<file path="src/rtl/repl_steer_pkg.sv">
package repl_steer_pkg;

   // Search order of the steering kinds; lower index wins.
   typedef enum int unsigned {
      SK_L3BANK = 0,
      SK_MSLICE = 1,
      SK_FABRIC = 2,
      SK_SUBSL  = 3,
      SK_NODE   = 4
   } steer_kind_e;

   localparam int unsigned NUM_KINDS = 5;
   localparam int unsigned MASK_MAX  = 64;

   // Index of the lowest set bit; 0 for an empty mask.
   function automatic int unsigned low_bit(input logic [MASK_MAX-1:0] m);
      int unsigned r;
      r = 0;
      for (int i = MASK_MAX - 1; i >= 0; i--) begin
         if (m[i]) r = i;
      end
      return r;
   endfunction

endpackage

</file>
<file path="src/rtl/steer_window_match.sv">
module steer_window_match #(
   parameter int unsigned ADDR_W = 24,
   parameter int unsigned N_WIN  = 4
) (
   input  logic [ADDR_W-1:0]       addr_i,
   input  logic [N_WIN*ADDR_W-1:0] lo_i,
   input  logic [N_WIN*ADDR_W-1:0] hi_i,
   output logic                    hit_o
);

   if (N_WIN < 1) begin : g_bad_n
      $error("steer_window_match: N_WIN must be at least 1");
   end

   logic [N_WIN-1:0] live;
   logic [N_WIN-1:0] in_win;

   // A window is live only while no earlier window has a zero end.
   always_comb begin
      logic still;
      still = 1'b1;
      for (int e = 0; e < N_WIN; e++) begin
         still   = still & (hi_i[e*ADDR_W +: ADDR_W] != '0);
         live[e] = still;
      end
   end

   for (genvar e = 0; e < N_WIN; e++) begin : g_win
      assign in_win[e] = (addr_i >= lo_i[e*ADDR_W +: ADDR_W]) &&
                         (addr_i <= hi_i[e*ADDR_W +: ADDR_W]);
   end

   assign hit_o = |(live & in_win);

endmodule

</file>
<file path="src/rtl/steer_target_gen.sv">
module steer_target_gen
   import repl_steer_pkg::*;
#(
   parameter int unsigned MSL_W    = 4,
   parameter int unsigned BANK_W   = 3,
   parameter int unsigned SUB_W    = 16,
   parameter int unsigned NODE_W   = 8,
   parameter int unsigned GRP_W    = 4,
   parameter int unsigned INST_W   = 4,
   parameter bit          WIDE_SUB = 1'b0
) (
   input  logic [MSL_W-1:0]            mslice_en_i,
   input  logic [BANK_W-1:0]           bank_mask_i,
   input  logic [SUB_W-1:0]            sub_en_i,
   input  logic [NODE_W-1:0]           node_en_i,
   output logic [NUM_KINDS-1:0]        tgt_ok_o,
   output logic [NUM_KINDS*GRP_W-1:0]  tgt_grp_o,
   output logic [NUM_KINDS*INST_W-1:0] tgt_inst_o
);

   localparam int unsigned SUB_SH = WIDE_SUB ? 3 : 2;

   if (MSL_W > MASK_MAX || SUB_W > MASK_MAX || NODE_W > MASK_MAX) begin : g_bad_mask
      $error("steer_target_gen: a fuse mask is wider than MASK_MAX");
   end
   if (INST_W < SUB_SH) begin : g_bad_inst
      $error("steer_target_gen: INST_W too narrow for the subslice remainder");
   end
   if (INST_W < 2) begin : g_bad_inst2
      $error("steer_target_gen: INST_W must hold bank index 2");
   end

   int unsigned msl_idx, sub_idx, node_idx;
   logic [INST_W-1:0] sub_inst;
   logic [GRP_W-1:0]  sub_grp;

   always_comb begin
      msl_idx  = low_bit(MASK_MAX'(mslice_en_i));
      sub_idx  = low_bit(MASK_MAX'(sub_en_i));
      node_idx = low_bit(MASK_MAX'(node_en_i));
   end

   // Subslice split: the width of the per-group field is a variant choice.
   if (WIDE_SUB) begin : g_sub_wide
      assign sub_grp  = GRP_W'(sub_idx >> 3);
      assign sub_inst = INST_W'(sub_idx & 32'd7);
   end else begin : g_sub_narrow
      assign sub_grp  = GRP_W'(sub_idx >> 2);
      assign sub_inst = INST_W'(sub_idx & 32'd3);
   end

   always_comb begin
      tgt_ok_o   = '0;
      tgt_grp_o  = '0;
      tgt_inst_o = '0;

      tgt_ok_o[SK_L3BANK]                   = |mslice_en_i;
      tgt_grp_o[SK_L3BANK*GRP_W +: GRP_W]   = GRP_W'(msl_idx);
      tgt_inst_o[SK_L3BANK*INST_W +: INST_W] = bank_mask_i[0] ? INST_W'(0) : INST_W'(2);

      tgt_ok_o[SK_MSLICE]                   = |mslice_en_i;
      tgt_grp_o[SK_MSLICE*GRP_W +: GRP_W]   = GRP_W'(msl_idx);

      tgt_ok_o[SK_FABRIC]                   = |mslice_en_i;
      tgt_grp_o[SK_FABRIC*GRP_W +: GRP_W]   = GRP_W'(msl_idx << 1);

      tgt_ok_o[SK_SUBSL]                    = |sub_en_i;
      tgt_grp_o[SK_SUBSL*GRP_W +: GRP_W]    = sub_grp;
      tgt_inst_o[SK_SUBSL*INST_W +: INST_W] = sub_inst;

      tgt_ok_o[SK_NODE]                     = |node_en_i;
      tgt_grp_o[SK_NODE*GRP_W +: GRP_W]     = GRP_W'(node_idx >> 1);
      tgt_inst_o[SK_NODE*INST_W +: INST_W]  = INST_W'(node_idx & 32'd1);
   end

endmodule

</file>
<file path="src/rtl/repl_steer_lookup.sv">
module repl_steer_lookup
   import repl_steer_pkg::*;
#(
   parameter int unsigned ADDR_W   = 24,
   parameter int unsigned RNG_N    = 4,
   parameter int unsigned IMP_N    = 4,
   parameter int unsigned MSL_W    = 4,
   parameter int unsigned BANK_W   = 3,
   parameter int unsigned SUB_W    = 16,
   parameter int unsigned NODE_W   = 8,
   parameter int unsigned GRP_W    = 4,
   parameter int unsigned INST_W   = 4,
   parameter bit          WIDE_SUB = 1'b0
) (
   input  logic                              clk_i,
   input  logic                              rst_ni,
   input  logic                              addr_valid_i,
   input  logic [ADDR_W-1:0]                 addr_i,
   input  logic [NUM_KINDS*RNG_N*ADDR_W-1:0] cfg_start_i,
   input  logic [NUM_KINDS*RNG_N*ADDR_W-1:0] cfg_end_i,
   input  logic [IMP_N*ADDR_W-1:0]           imp_start_i,
   input  logic [IMP_N*ADDR_W-1:0]           imp_end_i,
   input  logic [MSL_W-1:0]                  mslice_en_i,
   input  logic [BANK_W-1:0]                 bank_mask_i,
   input  logic [SUB_W-1:0]                  sub_en_i,
   input  logic [NODE_W-1:0]                 node_en_i,
   output logic                              res_valid_o,
   output logic                              steer_o,
   output logic [GRP_W-1:0]                  group_o,
   output logic [INST_W-1:0]                 inst_o,
   output logic                              warn_o
);

   localparam int unsigned KIND_BITS = RNG_N * ADDR_W;

   if (GRP_W < $clog2(MSL_W) + 1) begin : g_bad_grp
      $error("repl_steer_lookup: GRP_W cannot hold the cache-fabric group");
   end
   if (ADDR_W < 2) begin : g_bad_addr
      $error("repl_steer_lookup: ADDR_W too small");
   end

   logic [NUM_KINDS-1:0]        tgt_ok;
   logic [NUM_KINDS*GRP_W-1:0]  tgt_grp;
   logic [NUM_KINDS*INST_W-1:0] tgt_inst;
   logic [NUM_KINDS-1:0]        kind_hit;
   logic                        imp_hit;

   steer_target_gen #(
      .MSL_W(MSL_W), .BANK_W(BANK_W), .SUB_W(SUB_W), .NODE_W(NODE_W),
      .GRP_W(GRP_W), .INST_W(INST_W), .WIDE_SUB(WIDE_SUB)
   ) u_tgt (
      .mslice_en_i (mslice_en_i),
      .bank_mask_i (bank_mask_i),
      .sub_en_i    (sub_en_i),
      .node_en_i   (node_en_i),
      .tgt_ok_o    (tgt_ok),
      .tgt_grp_o   (tgt_grp),
      .tgt_inst_o  (tgt_inst)
   );

   for (genvar k = 0; k < NUM_KINDS; k++) begin : g_kind
      steer_window_match #(.ADDR_W(ADDR_W), .N_WIN(RNG_N)) u_win (
         .addr_i (addr_i),
         .lo_i   (cfg_start_i[k*KIND_BITS +: KIND_BITS]),
         .hi_i   (cfg_end_i[k*KIND_BITS +: KIND_BITS]),
         .hit_o  (kind_hit[k])
      );
   end

   steer_window_match #(.ADDR_W(ADDR_W), .N_WIN(IMP_N)) u_imp (
      .addr_i (addr_i),
      .lo_i   (imp_start_i),
      .hi_i   (imp_end_i),
      .hit_o  (imp_hit)
   );

   // Priority pick: scan downwards so the lowest usable kind is written last.
   logic              nx_steer, nx_warn;
   logic [GRP_W-1:0]  nx_grp;
   logic [INST_W-1:0] nx_inst;

   always_comb begin
      logic found;
      found   = 1'b0;
      nx_grp  = '0;
      nx_inst = '0;
      for (int k = NUM_KINDS - 1; k >= 0; k--) begin
         if (kind_hit[k] && tgt_ok[k]) begin
            found   = 1'b1;
            nx_grp  = tgt_grp[k*GRP_W +: GRP_W];
            nx_inst = tgt_inst[k*INST_W +: INST_W];
         end
      end
      nx_steer = found | ~imp_hit;
      nx_warn  = ~found & ~imp_hit;
   end

   always_ff @(posedge clk_i) begin
      if (!rst_ni) begin
         res_valid_o <= 1'b0;
         steer_o     <= 1'b0;
         group_o     <= '0;
         inst_o      <= '0;
         warn_o      <= 1'b0;
      end else begin
         res_valid_o <= addr_valid_i;
         if (addr_valid_i) begin
            steer_o <= nx_steer;
            group_o <= nx_grp;
            inst_o  <= nx_inst;
            warn_o  <= nx_warn;
         end
      end
   end

   p_result_follows_r2: assert property (@(posedge clk_i) disable iff (!rst_ni)
      addr_valid_i |=> res_valid_o);

   p_no_spurious_r2: assert property (@(posedge clk_i) disable iff (!rst_ni)
      res_valid_o |-> $past(addr_valid_i));

   p_miss_zero_r8: assert property (@(posedge clk_i) disable iff (!rst_ni)
      (res_valid_o && warn_o) |-> (steer_o && group_o == '0 && inst_o == '0));

   p_implicit_quiet_r6: assert property (@(posedge clk_i) disable iff (!rst_ni)
      (res_valid_o && !steer_o) |-> (!warn_o && group_o == '0 && inst_o == '0));

   p_fabric_double_r11: assert property (@(posedge clk_i) disable iff (!rst_ni)
      tgt_ok[SK_FABRIC] |->
         (tgt_grp[SK_FABRIC*GRP_W +: GRP_W] == GRP_W'({tgt_grp[SK_MSLICE*GRP_W +: GRP_W], 1'b0})));

   p_bank_choice_r12: assert property (@(posedge clk_i) disable iff (!rst_ni)
      tgt_ok[SK_L3BANK] |->
         (tgt_inst[SK_L3BANK*INST_W +: INST_W] == INST_W'(0) ||
          tgt_inst[SK_L3BANK*INST_W +: INST_W] == INST_W'(2)));

endmodule

</file>
<file path="config.mk">
export PLATFORM = sky130hd
export DESIGN_NAME = repl_steer_lookup
export DESIGN_NICKNAME = d
export VERILOG_FILES = /design/src/rtl/repl_steer_pkg.sv /design/src/rtl/steer_window_match.sv /design/src/rtl/steer_target_gen.sv /design/src/rtl/repl_steer_lookup.sv
export SDC_FILE = /design/constraint.sdc
export NUM_CORES = 2
export LEC_CHECK = 0
export BUFFER_PORTS_ARGS = -buffer_cell sky130_fd_sc_hd__clkbuf_2
export CAP_MARGIN = 10
export CORE_AREA = 2 2 482 484
export DETAILED_ROUTE_END_ITERATION = 10
export DIE_AREA = 0 0 484 486
export PLACE_DENSITY = 0.42
export SETUP_SLACK_MARGIN = 0.4
export SLEW_MARGIN = 30
export SYNTH_ARGS = -nofsm -noshare
export SYNTH_HDL_FRONTEND = slang
export SYNTH_SLANG_ARGS = --single-unit
</file>
<file path="constraint.sdc">
create_clock -name clk_i -period 11.95 [get_ports clk_i]
set_clock_uncertainty 0.1 [all_clocks]
set_input_delay 3.585 -clock clk_i [delete_from_list [all_inputs] [get_ports clk_i]]
set_output_delay 3.585 -clock clk_i [all_outputs]
set_load 0.02 [all_outputs]
</file>
==> results_dict.tcl <==
set metrics [dict create \
    postSynthCellCount 4272 \
    io_pins 1221 \
    worst_hold_slack_ns 0.388 \
    antenna_left 0 \
    start_kind "input pin" \
    ir_drop_v 0.0000286 \
    dp_hpwl_um 185000 \
    fp.dieH_um 486 \
    first_pass_iters 5 \
    fillers 26455 \
    outcome "finished, final reports clean" \
    path_cells "buf_4, buf_4, ha_1, a21oi_1, a2bb2oi_1, a21oi_1, o31a_1, a211oi_1, a211oi_1, o31a_1, or4_1, o21ai_1, a31o_1" \
    drv_slew 0 \
    cts-resized-gates 0 \
    tns_ns 0 \
    worst_pin_slew_ns 0.981 \
    final_nets 7934 \
    reg2reg_to "group_o[0]" \
    clkLatencyLatePin_ns 0.24 \
    fin_crit_sh_pct 67.8 \
    final_area_um2 41300 \
    reg2regPathDepth 4 \
    routed_wl_um 211000 \
    die_area_um2 235000 \
    maxSlewHeadroom_pct 34.2 \
    cts_buffers 3 \
    crit_start "addr_i[17]" \
    clock-sinks 8 \
    die_x_um 484 \
    start_util_pct 13.3 \
    crit_end "group_o[0]" \
    synth_cell_type_count 72 \
    fmax_ghz 0.123 \
    synthTopCellsByCount "ha_1 (1152), inv_1 (1135), a21oi_1 (346)" \
    cpMaxStageDelayCell "or4_1" \
    final_cells 8633 \
    yosysMostFrequentCell "ha_1" \
    synthFlopType "dfxtp_1" \
    async_reset_ff_share_pct 0 \
    synth_seq_cells 8 \
    drt-initial-drc-count 1990 \
    row_count 176 \
    finalPower_uw 1560 \
    hp-class "flip-flop to flip-flop" \
    yosysTopAreaCell "ha_1" \
    synth_area_leaders "ha_1 (47%), inv_1 (14%), a21oi_1 (5.7%)" \
    grt.overflow.total 0 \
    ys_warn_count 0 \
    grt_first_pass_wirelength_um 287000 \
    fin_crit_ns 8.10 \
    finalHoldViolations 0 \
    post-cts-setup-buffers 0 \
    synth_seq_area_share_pct 0.525 \
    synthToLayoutAreaGrowth_pct 35.3 \
    crit_fanout 24 \
    grt_max_degree 25 \
    path_class "input pin to flip-flop" \
    cts_buffer_depth 2 \
    grt_use_total_pct 17.2 \
    crit_required_ns 12.03 \
    rsz0062_at_grt "no" \
    cp-end-kind "flip-flop" \
    maxCapViolCount 0 \
    power.leakage_uw 0.0243 \
    crit_arrival_ns 8.18 \
    synth_top_area_share_pct 47.2 \
    setup_viol 0 \
    grt_antenna_before_repair 75 \
    placement.io_buffers 1215 \
    htree_levels 1 \
    dpl_cell_area_um2 41100 \
    clk_pin_slew_ns 0.05 \
    routed_via_density 4.32 \
    vias 37253 \
    gp_congestion 0.945 \
    grt_pass1_vias 38325 \
    synth_area_um2 30500 \
    cts_tree "done" \
    r2r_slack_ns 10.67 \
    r2r_start "group_o[0]" \
    coreArea_um2 229000 \
    placedCellCount 8593 \
    drc 0 \
    syn-mean-instance-area_um2 7.15 \
    wl_per_cell_um 24.4 \
    worst_path_largest_cell_delay_ns 0.65 \
    drive_above_1_share_pct 23.7 \
    pwr_density_cell_nw_per_um2 37.7 \
    root_buffer "clkbuf_16" \
    hold_buffers 0 \
    synth_edf_count 0 \
]
power breakdown:
part	switching [uW]	internal (uW)	total (uW)	leakage (uW)
logic	885	578	1460	0.0242
clock network	18.7	43.7	62.5	0.0000372
registers	2.50	28.1	30.6	0.0000656
cell type report:
cell class / count / area (um2) / area share, %
multi-input cells: 3126 / 26100 / 63.3
repair buffers: 1297 / 6780 / 16.4
inverters: 1136 / 4270 / 10.3
well taps: 3026 / 3790 / 9.17
flip-flops and latches: 8 / 160 / 0.388
diodes: 37 / 92.6 / 0.224
clock buffers: 3 / 75.1 / 0.182
metrics by stage:
stage,worst slack (ns),util [%]
global route,3.57,18.0
floorplan,5.06,-
detailed placement,3.19,17.9
finish,3.85,18.0
global placement,3.19,17.9
CTS,3.44,18.0
cells in the final DEF, fill, tap and decap left out, types with 49 or more instances in the layout:
cell / netlist / routed
clkbuf_2: 0 / 1192
ha_1: 1152 / 1152
inv_1: 1135 / 1134
a21oi_1: 346 / 346
nand4_1: 207 / 207
nand2_1: 185 / 185
nor4_1: 182 / 179
o21ai_0: 156 / 156
a21o_1: 146 / 146
nor2_1: 125 / 125
buf_4: 3 / 103
nand3_1: 90 / 90
a211oi_1: 72 / 70
o211ai_1: 49 / 49
state kept, by name (all words and copies together), names as in the netlist:
name / count
steer_o: 1
group_o: 3
inst_o: 2
warn_o: 1
res_valid_o: 1
cells by family (layout without fill, tap and decap cells):
logic type | Yosys count | after routing | synth area share, %
adders and majority gates | 1152 | 1152 | 47.2
buffers and inverters | 1140 | 2436 | 14.1
AOI/OAI and AO/OA | 1000 | 1000 | 21.0
and+or+nand+nor | 971 | 971 | 17.2
other | 1 | 40 | 0.0123
DFF | 8 | 8 | 0.525
routing by layer:
layer / track usage [%] / wire length (um) / vias up
li1: - / - / 17978
met1: 20.8 / 88600 / 17457
met2: 30.5 / 101000 / 1499
met3: 2.50 / 11900 / 277
met4: 6.41 / 8850 / 42
met5: 0 / 267 / -
critical path, delay by kind of cell:
family / cells / cell delay [ns]
compound gates: 9 / 2.39
fa+ha+maj: 1 / 0.35
buf+inv: 2 / 1.07
simple gates: 1 / 0.65
worst min path at each step:
stage          cells past startpoint    endpoint  slack (ns)  startpoint
2_1_floorplan                      2  group_o[2]        0.43  group_o[2]
3_3_place_gp                       2  group_o[2]        0.35  group_o[2]
3_5_place_dp                       2  group_o[2]        0.38  group_o[2]
4_1_cts                            2  group_o[2]        0.39  group_o[2]
5_1_grt                            2  group_o[2]        0.43  group_o[2]
6_report                           2  group_o[2]        0.39  group_o[2]
Note: power is estimated with default switching activity, not from simulation.
